[src/rtl/srst_pkg.sv]
package srst_pkg;

    localparam int REG_W  = 32;
    localparam int ADDR_W = 4;

    localparam logic [ADDR_W-1:0] ADDR_CFG    = 4'd0;
    localparam logic [ADDR_W-1:0] ADDR_PWR    = 4'd1;
    localparam logic [ADDR_W-1:0] ADDR_PHYCTL = 4'd2;

    localparam int CFG_TRIG_BIT   = 0;
    localparam int PWR_READY_BIT  = 0;
    localparam int PWR_PHY_BIT    = 10;
    localparam int PHYCTL_RST_BIT = 15;

    typedef enum logic [1:0] {
        SEL_NONE,
        SEL_CFG,
        SEL_PWR,
        SEL_PHYCTL
    } reg_sel_e;

    typedef struct packed {
        logic             en;
        reg_sel_e         sel;
        logic [REG_W-1:0] data;
    } wr_req_t;

    function automatic reg_sel_e decode_addr(input logic [ADDR_W-1:0] a);
        case (a)
            ADDR_CFG:    return SEL_CFG;
            ADDR_PWR:    return SEL_PWR;
            ADDR_PHYCTL: return SEL_PHYCTL;
            default:     return SEL_NONE;
        endcase
    endfunction

    // A PHY reset request can come from either of two registers.
    function automatic logic phy_request(input wr_req_t w);
        return w.en && (((w.sel == SEL_PWR) && w.data[PWR_PHY_BIT]) ||
                        ((w.sel == SEL_PHYCTL) && w.data[PHYCTL_RST_BIT]));
    endfunction

endpackage

[src/rtl/srst_timer.sv]
module srst_timer #(
    parameter int CYCLES = 100
) (
    input  logic clk,
    input  logic rst,
    input  logic start,
    output logic busy,
    output logic done
);
    localparam int              CNT_W = $clog2(CYCLES + 1);
    localparam logic [CNT_W-1:0] LOAD = CNT_W'(CYCLES);
    localparam logic [CNT_W-1:0] LAST = CNT_W'(1);

    logic [CNT_W-1:0] cnt;

    always_ff @(posedge clk) begin
        if (rst)
            cnt <= '0;
        else if (start)
            cnt <= LOAD;
        else if (cnt != '0)
            cnt <= cnt - 1'b1;
    end

    assign busy = (cnt != '0);
    // Completion: the final counted cycle with no restart arriving.
    assign done = (cnt == LAST) && !start;

    AST_START_LOADS: assert property (@(posedge clk) disable iff (rst)
        start |=> busy);

    AST_SELF_CLEAR: assert property (@(posedge clk) disable iff (rst)
        (busy && !start && cnt == LAST) |=> !busy);

    AST_HOLD_UNTIL_LAST: assert property (@(posedge clk) disable iff (rst)
        (busy && !start && cnt != LAST) |=> busy);

endmodule

[src/rtl/srst_cfg.sv]
module srst_cfg
    import srst_pkg::*;
#(
    parameter logic [REG_W-1:0] PRESERVE_MASK = 32'h0000_FF00
) (
    input  logic             clk,
    input  logic             rst,
    input  logic             wr_en,
    input  logic [REG_W-1:0] wdata,
    output logic             trig,
    output logic [REG_W-1:1] fields
);
    localparam logic [REG_W-1:1] KEEP = PRESERVE_MASK[REG_W-1:1];

    assign trig = wr_en && wdata[CFG_TRIG_BIT];

    always_ff @(posedge clk) begin
        if (rst)
            fields <= '0;
        else if (trig)
            fields <= fields & KEEP;
        else if (wr_en)
            fields <= wdata[REG_W-1:1];
    end

    AST_KEEP_PRESERVED: assert property (@(posedge clk) disable iff (rst)
        trig |=> ((fields & KEEP) == $past(fields & KEEP)));

    AST_CLEAR_VOLATILE: assert property (@(posedge clk) disable iff (rst)
        trig |=> ((fields & ~KEEP) == '0));

    AST_FIELD_LOAD: assert property (@(posedge clk) disable iff (rst)
        (wr_en && !wdata[CFG_TRIG_BIT]) |=> (fields == $past(wdata[REG_W-1:1])));

endmodule

[src/rtl/softrst_seq.sv]
module softrst_seq
    import srst_pkg::*;
#(
    parameter int               DEV_CYCLES    = 100,
    parameter int               PHY_CYCLES    = 5000,
    parameter logic [REG_W-1:0] PRESERVE_MASK = 32'h0000_FF00
) (
    input  logic              clk,
    input  logic              rst,
    input  logic              wr_en,
    input  logic [ADDR_W-1:0] wr_addr,
    input  logic [REG_W-1:0]  wr_data,
    input  logic [ADDR_W-1:0] rd_addr,
    output logic [REG_W-1:0]  rd_data,
    output logic              core_rst_o,
    output logic              phy_rst_o,
    output logic              ready_o
);
    wr_req_t          req;
    logic             dev_start, dev_busy, dev_done;
    logic             phy_start, phy_busy, phy_done;
    logic [REG_W-1:1] cfg_fields;
    logic             ready_q;

    assign req.en   = wr_en;
    assign req.sel  = decode_addr(wr_addr);
    assign req.data = wr_data;

    srst_cfg #(
        .PRESERVE_MASK (PRESERVE_MASK)
    ) u_cfg (
        .clk    (clk),
        .rst    (rst),
        .wr_en  (req.en && (req.sel == SEL_CFG)),
        .wdata  (req.data),
        .trig   (dev_start),
        .fields (cfg_fields)
    );

    assign phy_start = phy_request(req);

    srst_timer #(.CYCLES(DEV_CYCLES)) u_dev_tmr (
        .clk   (clk),
        .rst   (rst),
        .start (dev_start),
        .busy  (dev_busy),
        .done  (dev_done)
    );

    srst_timer #(.CYCLES(PHY_CYCLES)) u_phy_tmr (
        .clk   (clk),
        .rst   (rst),
        .start (phy_start),
        .busy  (phy_busy),
        .done  (phy_done)
    );

    always_ff @(posedge clk) begin
        if (rst)
            ready_q <= 1'b1;
        else if (dev_start)
            ready_q <= 1'b0;
        else if (dev_done)
            ready_q <= 1'b1;
    end

    assign core_rst_o = dev_busy;
    assign phy_rst_o  = phy_busy;
    assign ready_o    = ready_q;

    always_comb begin
        rd_data = '0;
        case (decode_addr(rd_addr))
            SEL_CFG: rd_data = {cfg_fields, dev_busy};
            SEL_PWR: begin
                rd_data[PWR_READY_BIT] = ready_q;
                rd_data[PWR_PHY_BIT]   = phy_busy;
            end
            SEL_PHYCTL: rd_data[PHYCTL_RST_BIT] = phy_busy;
            default: rd_data = '0;
        endcase
    end

    AST_READY_LOW_IN_RESET: assert property (@(posedge clk) disable iff (rst)
        core_rst_o |-> !ready_o);

    AST_READY_ON_FINISH: assert property (@(posedge clk) disable iff (rst)
        $fell(core_rst_o) |-> ready_o);

    AST_ZERO_WRITE_IDLE: assert property (@(posedge clk) disable iff (rst)
        (wr_en && req.sel == SEL_CFG && !wr_data[CFG_TRIG_BIT] && !core_rst_o)
        |=> !core_rst_o);

    AST_PHY_ZERO_WRITE: assert property (@(posedge clk) disable iff (rst)
        (!phy_start && !phy_rst_o) |=> !phy_rst_o);

    AST_PHY_DONE_CLEARS: assert property (@(posedge clk) disable iff (rst)
        phy_done |=> !phy_rst_o);

    AST_DEV_LEAVES_PHY: assert property (@(posedge clk) disable iff (rst)
        (dev_start && !phy_start && !phy_rst_o) |=> !phy_rst_o);

endmodule

[config.mk]
export PLATFORM = sky130hd
export DESIGN_NAME = softrst_seq
export DESIGN_NICKNAME = d
export VERILOG_FILES = /design/src/rtl/srst_pkg.sv /design/src/rtl/srst_timer.sv /design/src/rtl/srst_cfg.sv /design/src/rtl/softrst_seq.sv
export SDC_FILE = /design/constraint.sdc
export NUM_CORES = 1
export LEC_CHECK = 0
export BUFFER_PORTS_ARGS = -buffer_cell sky130_fd_sc_hd__clkbuf_2
export CORE_MARGIN = 2
export CORE_UTILIZATION = 51
export DETAILED_ROUTE_END_ITERATION = 8
export PLACE_DENSITY = 0.91
export REMOVE_ABC_BUFFERS = 1
export SETUP_SLACK_MARGIN = 0.4
export SLEW_MARGIN = 10
export SYNTH_ARGS = -nofsm -noshare
export SYNTH_HDL_FRONTEND = slang
export SYNTH_SLANG_ARGS = --single-unit
[constraint.sdc]
create_clock -name clk -period 2.17 [get_ports clk]
set_clock_uncertainty 0.15 [all_clocks]
set_input_delay 0.217 -clock clk [delete_from_list [all_inputs] [get_ports clk]]
set_output_delay 0.217 -clock clk [all_outputs]
set_load 0.03 [all_outputs]
# == Word level (Yosys, flattened, before mapping) ==
# Cells that the tools add are included.
# totals
register_bits,52
in_bits,43
out_inout_bits,35
elab_cells,53
# op_classes
add_sub_neg,2
n_eq_ne,11
muxes,14
bitwise,1
reduce_logical,18
# ops
operator,count
13-bit 2-to-1 mux,2
16-bit 2-to-1 mux,1
7-bit 2-to-1 mux,2
13-bit nonzero test,1
13-bit by 1-bit subtractor with 13-bit output (second input constant),1
2-bit case mux with 3 select lines,2
9-bit 2-to-1 mux,1
2-bit == test (second input constant),4
4-bit by 1-bit == test with 1-bit output (second input constant),2
4-bit by 2-bit == test with 1-bit output (second input constant),2
4-bit logical NOT,2
7-bit by 1-bit == test with 1-bit output (second input constant),1
7-bit nonzero test,1
7-bit by 1-bit subtractor with 7-bit output (second input constant),1
1-bit logical AND,6
1-bit case mux with 2 select lines,3
2-bit nonzero test,3
2-bit by 1-bit == test with 1-bit output (second input constant),2
4-bit 2-to-1 mux,1
2-bit OR reduction,2
1-bit 2-to-1 mux,2
2-bit AND reduction,1
1-bit logical NOT,1
1-bit logical OR,1
1-bit NOT,1

# == Logic depth before layout (Yosys ltp) ==
# logic_depth
word_depth,9
depth_mapped,8
depth_no_buf,7

# == Hierarchy ==
# A second synthesis with hierarchy kept.
# unflattened
hier_cells,316
area_unflattened_um2,2899.0
# by_module_without_submodules
module,n_inst,cells_per_inst,area_each_um2,seq_area_each_um2
srst_cfg,1,141,1448.9,620.6
srst_timer (u_phy_tmr),1,80,695.7,260.2
srst_timer (u_dev_tmr),1,41,380.4,140.1
softrst_seq,1,54,374.1,20.0

# == Worst setup path before layout ==
# OpenSTA, ideal clock, no wires.
# synth_path
path_type,flip-flop to output port
from,register u_phy_tmr.cnt[0]
to,output rd_data[10]
t_arrival_ns,1.722
required_time_ns,1.803
setup_slack_ns,0.081
stages_incl_launch_ff,9
path_buffers,1
cell_sequence,dfxtp_1 -> inv_1 -> ha_1 -> nor2b_1 -> and4_1 -> buf_6 -> inv_2 -> a22oi_1 -> nor2_1
# synth_via
elab_chain_len,2
# synth_rtl
element,line_no,rtl
from (decl),srst_timer.sv:14,logic [CNT_W-1:0] cnt;
from (signal assigned),srst_timer.sv:22,cnt <= cnt - 1'b1;
13-bit nonzero test,srst_timer.sv:25,assign busy = (cnt != '0);
net phy_rst_o,softrst_seq.sv:16,"output logic phy_rst_o,"
1-bit case mux with 2 select lines,softrst_seq.sv:73,case (decode_addr(rd_addr))
to (decl),softrst_seq.sv:14,"output logic [REG_W-1:0] rd_data,"
# The timed path passes the listed nets, and every way through them passes these cells.

# == Final worst setup path ==
# layout_path
from,register u_phy_tmr.cnt[0]
to,output rd_data[15]
# layout_via
elab_chain_len,2
# layout_rtl
element,line_no
13-bit nonzero test,srst_timer.sv:25
1-bit case mux with 2 select lines,softrst_seq.sv:73
# Every way passes these cells.

==> summary.txt <==
Cell Chain, Critical Path: inv_4 -> ha_4 -> nor2b_4 -> and4_4 -> inv_4 -> a22oi_2 -> nor2_1 -> clkbuf_8
Post-DP Area: 0.00291 mm^2
die area: 0.00540 mm^2
Tot Pwr: 4.57 mW
net switching power: 1.79 mW
minimum clock period: 2.09 ns
Final Util: 81.2%
sw frac: 39.3%
largest family of logic cells by synthesized area: simple AND/OR/NAND/NOR gates
max-cap viol count: 0
layout cell share with drive strength beyond 1: 38.3%
crit share post-route: 96.3%
critical path's top delay family: simple AND/OR/NAND/NOR gates
final WL: 9090 um
Final Hold Viols: 0
design area: 0.00381 mm^2
GR Overflow Total: 0
Synth Area in Compound Gates: 19.1%
cell count after placement: 430
CTS H-tree depth: 2
CTS tree: done
YS warnings: 0
WP data required: 1.80 ns
Fmax: 479 MHz
Finished Layout Cells: 495
Root Driver: clkbuf_8
multi-input logic area: 0.00150 mm^2
Worst-Skew Late Latency: 0.31 ns
critical path's slowest cell: dfxtp_2
Initial Util: 52.5%
met3 usage in global routing: 5.49%
Die W: 73.5 um
VDD IR max: 1.35 mV
Yosys cell types: 42
Routed Antenna Nets: 0
Synth Area in Adders: 3.56%
overall global routing resource usage: 30.5%
first-pass GRT wire length: 12,800 um
IO Port Bufs: 77
synthesized area: 0.00246 mm^2
wire per inst: 18.4 um
Synth Area in XOR/XNOR: 1.78%
Startpoint Class: flip-flop
most congested layer reported by global routing: met2
row count: 25
Leak: 1.61 nW
CTS Buf Count: 5
DR iter-0 viols: 220
Logic pwr share: 55.1%
CP most frequent cell: inv_4
P&R area growth vs syn: 54.7%
P_int: 2.77 mW
Max clock buf depth: 2
Critical Path AT: 1.72 ns
hpwl dp: 4330 um
syn_area_per_cell: 8.08 um^2
Hold Crit Class: in -> reg
worst-path fanout max: 3
power share of the clock group: 15.1%
Slew @ Worst Pin: 0.531 ns
nets@finish: 490
vias per inst: 5.89
Syn Inst Count: 305
Worst Path Buf+Inv: 3
DRT Pass-1 Iters: 5
Reg area: 0.00106 mm^2
post-synthesis sequential area ratio: 42.3%
Synth Register Bits: 52
Vias: 2,918
Core Footprint: 0.00469 mm^2
PD cells: 1200 mW/mm^2
outcome: complete, no violations
antenna violations before repair: 0
worst rel slew slack: 64.3%
worst stage delay on the critical path: 0.35 ns
clk sinks: 52
RSZ-0062 raised after global routing: yes
largest net degree at the start of global routing: 30
sequential share of power: 29.7%
GP Congestion: 0.874
GRT met2 Usage: 54.6%
post-synthesis simple-gate area fraction: 28.5%
WS Path Type: reg -> out
met1 Resource Use GR: 34.9%
hold slack final: 0.0465 ns
Setup crit end kind: output pin
FILL cells: 237
Max Transition Viols Final: 0
die span in y: 73.5 um
vias in the first global route: 2,763
drt drc: 0
Worst-path clk slew: 0.09 ns
Finish-stage setup viols: 0
ANT cells: 0
IO Pins: 78
mux contribution to synthesized area: 0%
## power groups by stage
stage | Clock [mW] | Combinational, mW | Sequential (mW)
final | 0.692 | 2.52 | 1.36
after global routing | 0.724 | 2.64 | 1.37
after CTS | 0.686 | 1.89 | 1.30
after detailed placement | 0 | 1.21 | 1.27
after global placement | 0 | 1.17 | 1.26
after floorplan | 0 | 0.888 | 1.24
## worst register-to-register path: cells and delay by family (launching register included)
| family | cells | cell delay, ns |
|---|---|---|
| compound gates | 1 | 0.13 |
| fa+ha+maj | 1 | 0.16 |
| buf+inv | 3 | 0.32 |
| flops | 1 | 0.38 |
| simple gates | 3 | 0.84 |
## per-stage QoR
| stage | setup WS, ns | TNS (ns) |
|---|---|---|
| detailed placement | 0.0604 | 0 |
| floorplan | -0.223 | -5.30 |
| CTS | 0.170 | 0 |
| finish | 0.0810 | 0 |
| global placement | 0.168 | 0 |
| global route | 0.0363 | 0 |
## layer usage
| layer | vias up | wire length, um |
|---|---|---|
| li1 | 1318 | - |
| met3 | 52 | 717 |
| met5 | - | 0 |
| met4 | 0 | 466 |
| met1 | 1361 | 3390 |
| met2 | 187 | 4520 |
## area by class of cell
type	instances	share of cell area, %
Sequential cell	52	27.9
Multi-Input combinational cell	228	39.2
Inverter	9	1.15
Timing Repair Buffer	144	27.0
Clock buffer	6	1.90
Clock inverter	2	1.02
Tap cell	54	1.77
## Yosys cell counts
library cell	count	area share, %
o311ai_0	1	0.36
nor3_2	1	0.41
nor4_2	2	1.0
a31oi_1	3	0.76
a211oi_1	2	0.61
nand2_1	58	8.8
a21o_1	3	0.91
nor4_1	4	1.0
inv_2	1	0.15
buf_6	1	0.46
a22oi_1	3	0.91
or4b_1	1	0.41
buf_2	3	0.61
a21oi_1	45	9.1
ha_1	7	3.6
o31a_1	1	0.36
or4_4	2	0.91
nand2b_1	4	1.0
dfxtp_1	52	42
a2111oi_0	1	0.36
o211ai_1	2	0.61
and4_1	1	0.36
or3b_4	1	0.46
o21ai_0	5	1.0
and2_1	29	7.4
nand3b_1	4	1.2
o21ai_1	11	2.2
a31o_2	1	0.36
or3_1	8	2.0
o41ai_1	2	0.71
xor2_1	2	0.71
inv_1	8	1.2
clkbuf_1	9	1.4
or3b_1	1	0.36
nor2b_1	2	0.51
nand3_1	2	0.41
nor3_1	2	0.41
o31ai_1	1	0.30
nor2_1	12	1.8
xnor2_1	3	1.1
o31ai_2	1	0.51
buf_4	3	0.91
## path summary, 6_finish.rpt
path	slack, ns	cells after the start	start	end
max	0.08	8	u_phy_tmr.cnt[0]	rd_data[15]
min	0.05	3	wr_data[15]	u_cfg.fields[15]
max reg2reg	0.12	8	u_phy_tmr.cnt[0]	u_phy_tmr.cnt[10]
min reg2reg	0.31	2	u_cfg.fields[17]	u_cfg.fields[17]
## registers in the layout (all words and copies together), names as in the netlist
signal	flops
u_phy_tmr.cnt	13
ready_o	1
u_dev_tmr.cnt	7
u_cfg.fields	31
## repair_timing
| item | in CTS | in global routing |
|---|---|---|
| gates cloned | 0 | 0 |
| setup endpoints to repair | 44 | 48 |
| resized for setup | 54 | 26 |
| setup buffers | 18 | 11 |
| hold buffers | 28 | 0 |
| hold endpoints to repair | 28 | 0 |
| pin swaps | 17 | 15 |
## kinds of logic after synthesis
kind of cell | count (synthesis)
and+or+nand+nor | 134
AOI/OAI and AO/OA | 82
DFF | 52
buffers and inverters | 25
adders and majority gates | 7
xor gates and xnor gates | 5
## cell usage in the layout, fill, tap and decap left out, drive strengths merged
cell,n
o21ai,16
nor2,12
a2111oi,1
o41ai,2
o311ai,1
o31a,1
nand2,58
or3b,2
clkbuf,80
ha,7
xnor2,3
nand2b,4
dlygate4sd3,28
or4,2
buf,42
or3,8
nand3b,4
a22oi,3
xor2,2
bufinv,1
a31oi,3
a21o,3
a31o,1
o31ai,2
dfxtp,52
a21oi,45
nor4,6
nor2b,2
and2,29
a211oi,2
inv,10
nand3,2
or4b,1
and4,1
nor3,3
o211ai,2
Power figures use the tool's default switching activity.
